==> config.mk <==
export PLATFORM = sky130hd
export DESIGN_NAME = swap_regfile
export DESIGN_NICKNAME = d
export VERILOG_FILES = /design/src/rtl/swap_rf_pkg.sv /design/src/rtl/swap_rf_ctrl.sv /design/src/rtl/swap_rf_datapath.sv /design/src/rtl/swap_regfile.sv
export SDC_FILE = /design/constraint.sdc
export NUM_CORES = 1
export LEC_CHECK = 0
export BUFFER_PORTS_ARGS = -buffer_cell sky130_fd_sc_hd__buf_4
export CAP_MARGIN = 20
export CORE_UTILIZATION = 54
export DETAILED_ROUTE_END_ITERATION = 7
export HOLD_SLACK_MARGIN = 0.1
export PLACE_DENSITY_LB_ADDON = 0.25
export REMOVE_ABC_BUFFERS = 1
export SLEW_MARGIN = 20
export SYNTH_ARGS = -nofsm -noshare
export SYNTH_HDL_FRONTEND = slang
export SYNTH_HIERARCHICAL = 1
export SYNTH_SLANG_ARGS = --single-unit
==> constraint.sdc <==
create_clock -name clk -period 3.3 [get_ports clk]
set_input_delay 0.165 -clock clk [delete_from_list [all_inputs] [get_ports clk]]
set_output_delay 0.165 -clock clk [all_outputs]
set_load 0.02 [all_outputs]
==> src/rtl/swap_rf_pkg.sv <==
package swap_rf_pkg;

  typedef enum logic [1:0] {
    ST_IDLE   = 2'd0,
    ST_GRAB_A = 2'd1,
    ST_MOVE_B = 2'd2,
    ST_PUT_B  = 2'd3
  } swapState_e;

  // strobes from the sequencer to the datapath
  typedef struct packed {
    logic active;   // sequencer owns the array ports
    logic rdFromA;  // read port addressed by addrA
    logic rdFromB;  // read port addressed by addrB
    logic wrToA;    // write read-port word into addrA
    logic wrToB;    // write held word into addrB
    logic loadTmp;  // capture read-port word into holding register
  } swapCtrl_t;

endpackage

==> src/rtl/swap_rf_ctrl.sv <==
module swap_rf_ctrl
  import swap_rf_pkg::*;
(
  input  logic      clk,
  input  logic      rstN,
  input  logic      swapReq,
  output swapCtrl_t ctrl
);

  swapState_e stateQ, stateD;

  always_ff @(posedge clk or negedge rstN) begin
    if (!rstN) stateQ <= ST_IDLE;
    else       stateQ <= stateD;
  end

  always_comb begin
    stateD = stateQ;
    unique case (stateQ)
      ST_IDLE:   if (swapReq) stateD = ST_GRAB_A;
      ST_GRAB_A: stateD = ST_MOVE_B;
      ST_MOVE_B: stateD = ST_PUT_B;
      ST_PUT_B:  stateD = ST_IDLE;
      default:   stateD = ST_IDLE;
    endcase
  end

  always_comb begin
    ctrl = '0;
    unique case (stateQ)
      ST_GRAB_A: begin
        ctrl.active  = 1'b1;
        ctrl.rdFromA = 1'b1;
        ctrl.loadTmp = 1'b1;
      end
      ST_MOVE_B: begin
        ctrl.active  = 1'b1;
        ctrl.rdFromB = 1'b1;
        ctrl.wrToA   = 1'b1;
      end
      ST_PUT_B: begin
        ctrl.active = 1'b1;
        ctrl.wrToB  = 1'b1;
      end
      default: ctrl = '0;
    endcase
  end

endmodule

==> src/rtl/swap_rf_datapath.sv <==
module swap_rf_datapath
  import swap_rf_pkg::*;
#(
  parameter int ADDR_WIDTH = 4,
  parameter int DATA_WIDTH = 8
) (
  input  logic                  clk,
  input  swapCtrl_t             ctrl,
  input  logic                  wrEn,
  input  logic [ADDR_WIDTH-1:0] wrAddr,
  input  logic [DATA_WIDTH-1:0] wrData,
  input  logic [ADDR_WIDTH-1:0] rdAddr,
  input  logic [ADDR_WIDTH-1:0] addrA,
  input  logic [ADDR_WIDTH-1:0] addrB,
  output logic [DATA_WIDTH-1:0] rdData,
  output logic                  arrWe,
  output logic [ADDR_WIDTH-1:0] arrWrAddr,
  output logic [ADDR_WIDTH-1:0] arrRdAddr
);

  localparam int DEPTH = 1 << ADDR_WIDTH;

  logic [DATA_WIDTH-1:0] mem [DEPTH];
  logic [DATA_WIDTH-1:0] tmpQ;
  logic [DATA_WIDTH-1:0] rdWord;
  logic [DATA_WIDTH-1:0] arrWrData;

  // read address select
  always_comb begin
    if (ctrl.rdFromA)      arrRdAddr = addrA;
    else if (ctrl.rdFromB) arrRdAddr = addrB;
    else                   arrRdAddr = rdAddr;
  end

  assign rdWord = mem[arrRdAddr];
  assign rdData = rdWord;

  // write port select: external while idle, feedback while swapping
  always_comb begin
    if (ctrl.active) begin
      arrWe     = ctrl.wrToA | ctrl.wrToB;
      arrWrAddr = ctrl.wrToB ? addrB : addrA;
      arrWrData = ctrl.wrToB ? tmpQ : rdWord;
    end else begin
      arrWe     = wrEn;
      arrWrAddr = wrAddr;
      arrWrData = wrData;
    end
  end

  always_ff @(posedge clk) begin
    if (arrWe) mem[arrWrAddr] <= arrWrData;
  end

  always_ff @(posedge clk) begin
    if (ctrl.loadTmp) tmpQ <= rdWord;
  end

endmodule

==> src/rtl/swap_regfile.sv <==
module swap_regfile
  import swap_rf_pkg::*;
#(
  parameter int ADDR_WIDTH = 4,
  parameter int DATA_WIDTH = 8
) (
  input  logic                  clk,
  input  logic                  rstN,
  input  logic                  wrEn,
  input  logic [ADDR_WIDTH-1:0] wrAddr,
  input  logic [DATA_WIDTH-1:0] wrData,
  input  logic [ADDR_WIDTH-1:0] rdAddr,
  output logic [DATA_WIDTH-1:0] rdData,
  input  logic [ADDR_WIDTH-1:0] addrA,
  input  logic [ADDR_WIDTH-1:0] addrB,
  input  logic                  swapReq,
  output logic                  busy
);

  swapCtrl_t             ctrl;
  logic                  arrWe;
  logic [ADDR_WIDTH-1:0] arrWrAddr;
  logic [ADDR_WIDTH-1:0] arrRdAddr;

  swap_rf_ctrl u_ctrl (
    .clk     (clk),
    .rstN    (rstN),
    .swapReq (swapReq),
    .ctrl    (ctrl)
  );

  swap_rf_datapath #(
    .ADDR_WIDTH (ADDR_WIDTH),
    .DATA_WIDTH (DATA_WIDTH)
  ) u_dp (
    .clk       (clk),
    .ctrl      (ctrl),
    .wrEn      (wrEn),
    .wrAddr    (wrAddr),
    .wrData    (wrData),
    .rdAddr    (rdAddr),
    .addrA     (addrA),
    .addrB     (addrB),
    .rdData    (rdData),
    .arrWe     (arrWe),
    .arrWrAddr (arrWrAddr),
    .arrRdAddr (arrRdAddr)
  );

  assign busy = ctrl.active;

endmodule

; ---- Word-level counts from Yosys, hierarchy flattened
; Memory sizes are Yosys's and may differ from the RTL's.
; Cells that the tools add are included.
[totals]
regBits = 10
latch_bits = 0
ramBits = 128
mem_bits_ro = 0
inputBits = 28
output_inout_bits = 9
elab_cells = 25
memories = 1
[op_classes]
add_sub_neg = 0
n_mul = 0
div_mod_pow = 0
magnitude_cmp = 0
n_eq_ne = 4
shifts = 0
mux = 15
bitwise_logic = 1
n_reduce_logical = 2
[mem_list]
columns = name, words, word_bits, rd, rd_clocked_by_memory_dff, write_ports, line_no
row1 = u_dp.mem, 16, 8, 1, 0, 1, swap_rf_datapath.sv:23  ; logic [DATA_WIDTH-1:0] mem [DEPTH];
[ops]
columns = cell, n
row1 = two-way mux 4 bit, 4
row2 = two-way mux 8 bit, 2
row3 = case mux 2 bit (4 select lines), 1
row4 = two-way mux 1 bit, 6
row5 = "equality test 2 bit, second input constant", 2
row6 = two-way mux 2 bit, 2
row7 = OR reduction 3 bit, 1
row8 = "equality test 2 x 1 -> 1 bit, second input constant", 1
row9 = zero test 2 bit, 1
row10 = "inequality test 2 bit, second input constant", 1
row11 = OR 1 bit, 1

; ---- Logic depth before layout (Yosys ltp)
; Gate-level depths: netlist (run 1).
; An unclocked memory read counts as a cell.
[logic_depth]
word_depth = 7
mapped_depth = 14
ltp_nobuf = 9

; ---- Cells and area by module
; The synthesis (run 1) kept the hierarchy.
[by_module_without_submodules]
columns = mod, instances, cells_each, area_per_inst_um2, seq_area_each_um2
row1 = swap_rf_datapath, 1, 346, 5741.8, 4083.9
row2 = swap_rf_ctrl, 1, 16, 181.4, 50.0

; ---- Worst setup path before layout (run 1)
; No wires, ideal clock.
[synth_timing]
path_kind = reg-to-reg
startpoint = register u_ctrl.stateQ[0]
endpoint = memory u_dp.mem[0][1] (data pin)
setup_time_ns = 0.360
t_arrival_ns = 2.750
required_time_ns = 2.940
slack_ns = 0.190
stages_incl_launch_ff = 11
n_path_buf = 3
period_less_slack_ns = 3.110
path_cell_list = dfrtp_1 -> inv_1 -> ha_1 -> buf_4 -> buf_6 -> mux2_1 -> mux2i_1 -> clkbuf_1 -> mux4_2 -> a222oi_1 -> o211ai_1
[synth_lines]
columns = item, line_no
row1 = "start, declared", swap_rf_ctrl.sv:10  ; swapState_e stateQ, stateD;
row2 = "start signal, assigned", swap_rf_ctrl.sv:14  ; else stateQ <= stateD;
row3 = "end, declared", swap_rf_datapath.sv:23

; ---- Worst setup path in the final report (run 1)
[layout_timing]
startpoint = register u_ctrl.stateQ[0]
endpoint = output rdData[7]
[layout_between]
elab_chain_cells = 5
elab_cells_between_ends = 7
cone_classes = eq/ne (2) / mux (4) / memory (1)
[layout_rtl]
columns = item, line_no
row1 = equality test 2 bit, swap_rf_ctrl.sv:30  ; unique case (stateQ)
row2 = two-way mux 2 bit, swap_rf_ctrl.sv:30
row3 = two-way mux 4 bit, swap_rf_datapath.sv:31  ; else if (ctrl.rdFromB) arrRdAddr = addrB;
row4 = two-way mux 4 bit (*), swap_rf_datapath.sv:30  ; if (ctrl.rdFromA) arrRdAddr = addrA;
row5 = memory read (16 x 8 bit) (*), -
row6 = "end, declared", swap_regfile.sv:13  ; output logic [DATA_WIDTH-1:0] rdData,
; Mark *: on every way between the ends. The rest lies on a longest branch, timed or not.

==> impl_metrics.json, run 1 <==
{
  "status": "completed",
  "path_class": "reg2out",
  "final_area_um2": 7210,
  "arrival_ps": 3040,
  "setup_ws_ps": 93.2,
  "pin_count": 37,
  "combPwrFrac_pct": 43.7,
  "wl_per_cell_um": 22.5,
  "cts_root_buf": "clkbuf_8",
  "p_sw_w": 0.00315,
  "cts_tree": "built",
  "htreeDepth": 4,
  "cts.sinks": 138,
  "cap_viol_max_count": 0,
  "path_cells": "inv_2 > ha_4 > mux2_1 > mux2i_4 > buf_6 > buf_4 > mux4_2 > a22oi_2 > o21ai_2 > buf_4",
  "startpoint_type": "flop",
  "grt_pass1_wl_mm": 20.0,
  "worstMarginPinSlew_ps": 599,
  "grt_max_degree": 25,
  "coreArea_um2": 10500,
  "setup_viol": 0,
  "intPower_w": 0.00532,
  "rr_startpoint": "u_ctrl/stateQ[0]",
  "cpPeakStageDelay_ps": 410,
  "slew_headroom_pct": 60.1,
  "dieArea_um2": 11400,
  "ff2ff_path_depth": 8,
  "clk_pin_slew_ps": 60,
  "holdPathStages": 4,
  "p_sw_share_pct": 37.2,
  "postSynthCellCount": 361,
  "grt_use_total_pct": 25.2,
  "hold_class": "in2reg",
  "critPathCaptureType": "output port",
  "rsz0062_at_grt": "true",
  "regToRegSetupSlack_ps": 180,
  "portBuffers": 36,
  "synth.cell_area_um2": 5920,
  "place_area_um2": 6550,
  "ant_nets": 0,
  "preCtsSetupSlack_ps": -242,
  "insertion_delay_ps": 510,
  "cts.path.max_buffers": 2,
  "timing.rr.end": "u_dp/mem[3][5]",
  "fin_hold_ws_ps": 265,
  "fin_crit_sh_pct": 97.2,
  "drive_gt1_share_pct": 34.0,
  "yosys_warnings": 6,
  "antenna_found_initial": 0,
  "die_w_um": 107,
  "powerDensity_nw_per_um2": 1170,
  "whs_endpoint": "u_dp/mem[14][3]",
  "hpwl_mm": 8.62,
  "viasPerCell": 5.99,
  "maxSlewViolCount": 0,
  "hold_start": "wrData[3]",
  "overflow": 0,
  "die_y_um": 107,
  "clock_skew_ps": 13.6,
  "numCtsBuffers": 17,
  "num_rows": 37,
  "worstPathRequired_ps": 3130,
  "drt_iter0_markers": 371,
  "min_period_ps": 3210,
  "p_seq_share_pct": 36.7,
  "vdd_drop_max_uv": 849,
  "via_count": 3548,
  "gp_congestion": 0.798,
  "initial_core_util_pct": 56.6,
  "critPathMaxFanout": 8,
  "max_freq_mhz": 312,
  "syn_to_final_growth_pct": 21.8,
  "critPathMostFrequentCell": "buf_4",
  "grt_pass1_vias": 3536,
  "mostFrequentLayoutCell": "edfxtp_1",
  "final_cell_mix": "edfxtp_1, buf_4, nor2_1, mux2i_1, nand2_1",
  "p_leak_nw": 2.57,
  "drcViolationCount": 0,
  "pwr-share-clk_pct": 19.6,
  "antenna_cells": 0,
  "finalHoldViolCount": 0,
  "drt-total-wl_mm": 13.3,
  "layout.nets": 476,
  "syn_avg_cell_area_um2": 16.4,
  "critical_path.slowest_cell": "dfrtp_1",
  "firstDrtPassIters": 4
}
critical path: cells and delay by family, from the launching register on:
kind / cells / cell delay, ps
AO/OA/AOI/OAI: 2 / 360
adder cells (fa/ha/maj): 1 / 200
buffers and inverters: 4 / 630
flip-flops: 1 / 410
multiplexers: 3 / 930
worst max-delay path by stage:
stage | start | to | cells past startpoint | slack, ps
after floorplan | u_ctrl/stateQ[0] | u_dp/mem[0][1] | 7 | -430
after global placement | u_ctrl/stateQ[0] | u_dp/mem[5][5] | 9 | -140
after detailed placement | u_ctrl/stateQ[0] | u_dp/mem[7][5] | 9 | -240
after CTS | u_ctrl/stateQ[1] | rdData[1] | 10 | -2
after global routing | u_ctrl/stateQ[1] | rdData[1] | 10 | -50
final | u_ctrl/stateQ[0] | rdData[7] | 10 | 90
per-stage QoR:
step / util (%) / power [W] / instances / TNS (ps)
final: 68.9 / 0.00847 / 592 / 0
after global routing: 68.9 / 0.00886 / 592 / -102
after CTS: 68.4 / 0.00838 / 590 / -1.67
after detailed placement: 62.6 / 0.00662 / 555 / -6280
after global placement: 62.6 / 0.00653 / 555 / -3020
after floorplan: - / 0.00520 / 346 / -49930
state kept, by name (all words and copies together), names as in the netlist:
name / count
u_dp/mem: 128
u_dp/tmpQ: 8
u_ctrl/stateQ: 2
layout make-up:
type,instances,area [um2]
sequential,138,4130
fill,710,3250
multi-input combinational,195,1710
timing repair buffer,78,617
clock buffer,18,418
tap,136,170
clock inverter,14,109
inverter,13,56.3
timing repair:
item	in CTS	in global routing
pin swaps	0	3
hold buffers	3	0
gates resized for setup	11	13
setup endpoints to repair	104	88
endpoints found under the hold margin	4	0
setup buffers	0	2
power groups by stage:
stage	clock network [W]	registers, W	logic (W)
floorplan	0	0.00312	0.00208
global placement	0	0.00314	0.00339
detailed placement	0	0.00315	0.00347
CTS	0.00168	0.00312	0.00358
global route	0.00175	0.00314	0.00396
finish	0.00166	0.00311	0.00370
layer usage:
metal	up-vias	GRT usage (%)	part of all wire, %
met2	191	40.0	49
met3	20	5.11	9.7
met4	0	11.5	2.0
met1	1731	33.8	39
li1	1606	-	-
met5	-	0	0
Power figures use the tool's default switching activity.
==> inputs of run 2 (changes only) <==
- BUFFER_PORTS_ARGS: -buffer_cell sky130_fd_sc_hd__buf_4 -> -buffer_cell sky130_fd_sc_hd__buf_2
- clock period: 3.3 -> 2.75 ns (I/O delays scaled with it)
==> run 2 against run 1 <==
The flow now finishes with violations (setup timing); first-iteration DRC count grew 13%; count of clock-buffer cells in the layout shrank 1; die area is the same; final cell count grew 6.6%; sequential power grew 20%; via count grew 8.9%; clock skew shrank 3.6 ps; cell area grew 9.0%; combinational power grew 62%.
==> impl_metrics.json, run 2 (synthesis results as in run 1) <==
{
  "dieArea_um2": 11400,
  "drive_gt1_share_pct": 45.1,
  "pin_count": 37,
  "hpwl_mm": 8.81,
  "cts_tree": "built",
  "dp.cells": 575,
  "clock_skew_ps": 10.0,
  "largest_reg_flops": 128,
  "cts.sinks": 138,
  "pwr-share-clk_pct": 18.4,
  "cap_viol_max_count": 0,
  "setup_ws_ps": -317,
  "final.setup.tns_ps": -7900,
  "clk_pin_slew_ps": 60,
  "fin_crit_sh_pct": 112,
  "p_sw_share_pct": 37.2,
  "path_class": "reg2out",
  "p_sw_w": 0.00445,
  "fin_hold_ws_ps": 242,
  "drcViolationCount": 0,
  "overflow": 0,
  "grt_pass1_vias": 3920,
  "utilization_pct": 75.1,
  "min_period_ps": 3070,
  "seq_area_um2": 4140,
  "firstDrtPassIters": 5,
  "worstMarginPinSlew_ps": 553,
  "regMostFlops": "u_dp/mem",
  "insertion_delay_ps": 510,
  "startpoint_type": "flop",
  "maxSlewViolCount": 0,
  "antenna_found_initial": 0,
  "die_w_um": 107,
  "p_seq_share_pct": 31.3,
  "hold_class": "in2reg",
  "grt_pass1_wl_mm": 21.9,
  "combPwrFrac_pct": 50.3,
  "final_cell_mix": "edfxtp_1, buf_4, buf_2, mux2i_1, nand2_1",
  "num_rows": 37,
  "preCtsSetupSlack_ps": -153,
  "setup_viol": 56,
  "intPower_w": 0.00750,
  "powerDensity_nw_per_um2": 1520,
  "cts.path.max_buffers": 2,
  "gp_congestion": 0.777,
  "max_freq_mhz": 326,
  "grt_use_total_pct": 27.6,
  "arrival_ps": 2930,
  "instances_no_fill": 631,
  "syn_to_final_growth_pct": 32.8,
  "top_regs": "u_dp/mem x128, u_dp/tmpQ x8, u_ctrl/stateQ x2",
  "portBuffers": 36,
  "nFillCells": 575,
  "initial_core_util_pct": 56.6,
  "die_y_um": 107,
  "htreeDepth": 4,
  "vdd_drop_max_uv": 949,
  "multi_input_area_um2": 1920,
  "mostFrequentLayoutCell": "edfxtp_1",
  "layout.nets": 515,
  "regToRegSetupSlack_ps": -230,
  "antenna_cells": 0,
  "rsz0062_at_grt": "true",
  "critPathCaptureType": "output port",
  "p_leak_nw": 2.87,
  "drt-total-wl_mm": 15.3,
  "critPathMaxFanout": 8,
  "numCtsBuffers": 17,
  "wl_per_cell_um": 24.3,
  "worstPathRequired_ps": 2610,
  "via_count": 3864,
  "drt_iter0_markers": 421,
  "finalHoldViolCount": 0,
  "coreArea_um2": 10500,
  "grt_max_degree": 17,
  "violations": "setup timing",
  "viasPerCell": 6.12,
  "ant_nets": 0,
  "slew_headroom_pct": 63.0,
  "cts_root_buf": "clkbuf_8",
  "status": "complete, but fails checks"
}
## run 2: worst paths after layout
path	from	end	cells past startpoint
min in group asynchronous	rstN	u_ctrl/stateQ[0]	3
worst min register to register	u_ctrl/stateQ[0]	u_ctrl/stateQ[0]	3
worst max-delay path	u_ctrl/stateQ[1]	rdData[5]	12
worst max register to register	u_ctrl/stateQ[1]	u_dp/mem[2][1]	11
max in group asynchronous	rstN	u_ctrl/stateQ[1]	3
worst min-delay path	wrData[3]	u_dp/mem[15][3]	4
## run 2: repair_timing
action	in CTS	in global routing
hold buffers	3	0
pin swaps	10	9
setup endpoints to repair	170	200
gates cloned	2	0
buffers inserted	11	9
hold endpoints to repair	4	0
resized for setup	68	39
## run 2: area by class of cell
class | instances | area share [%]
clock inverter | 15 | 2.08
clock buffer | 17 | 5.27
multi-input combinational | 195 | 24.4
timing repair buffer | 116 | 12.3
inverter | 13 | 0.955
sequential | 138 | 52.6
timing repair inverter | 1 | 0.207
tap | 136 | 2.16
## run 2: routing by layer
layer  GRT usage, %  wire length [um]
met1           35.7              5930
met2           44.4              7700
met3           5.59              1250
met4           14.0               459
met5              0                 0
## run 2: power groups by stage
stage / combinational [W] / sequential (W) / clock [W]
after detailed placement: 0.00449 / 0.00376 / 0
final: 0.00601 / 0.00374 / 0.00220
after global routing: 0.00632 / 0.00377 / 0.00230
after CTS: 0.00532 / 0.00373 / 0.00223
after global placement: 0.00435 / 0.00374 / 0
after floorplan: 0.00250 / 0.00374 / 0
## run 2: through the flow
| step | area (um2) | power (W) |
|---|---|---|
| after floorplan | 5810 | 0.00624 |
| after global placement | 6630 | 0.00809 |
| after detailed placement | 6630 | 0.00825 |
| after CTS | 7600 | 0.0113 |
| after global routing | 7860 | 0.0124 |
| final | 7860 | 0.0119 |
## run 2: critical path: stages (launching register included)
cell,delay (ps)
dfrtp_2,440
ha_4,190
buf_6,120
mux2_4,310
mux2i_4,160
buf_8,170
nand2_1,110
buf_6,180
o22ai_4,180
a221o_1,230
buf_6,140
o21ai_4,50
buf_6,140
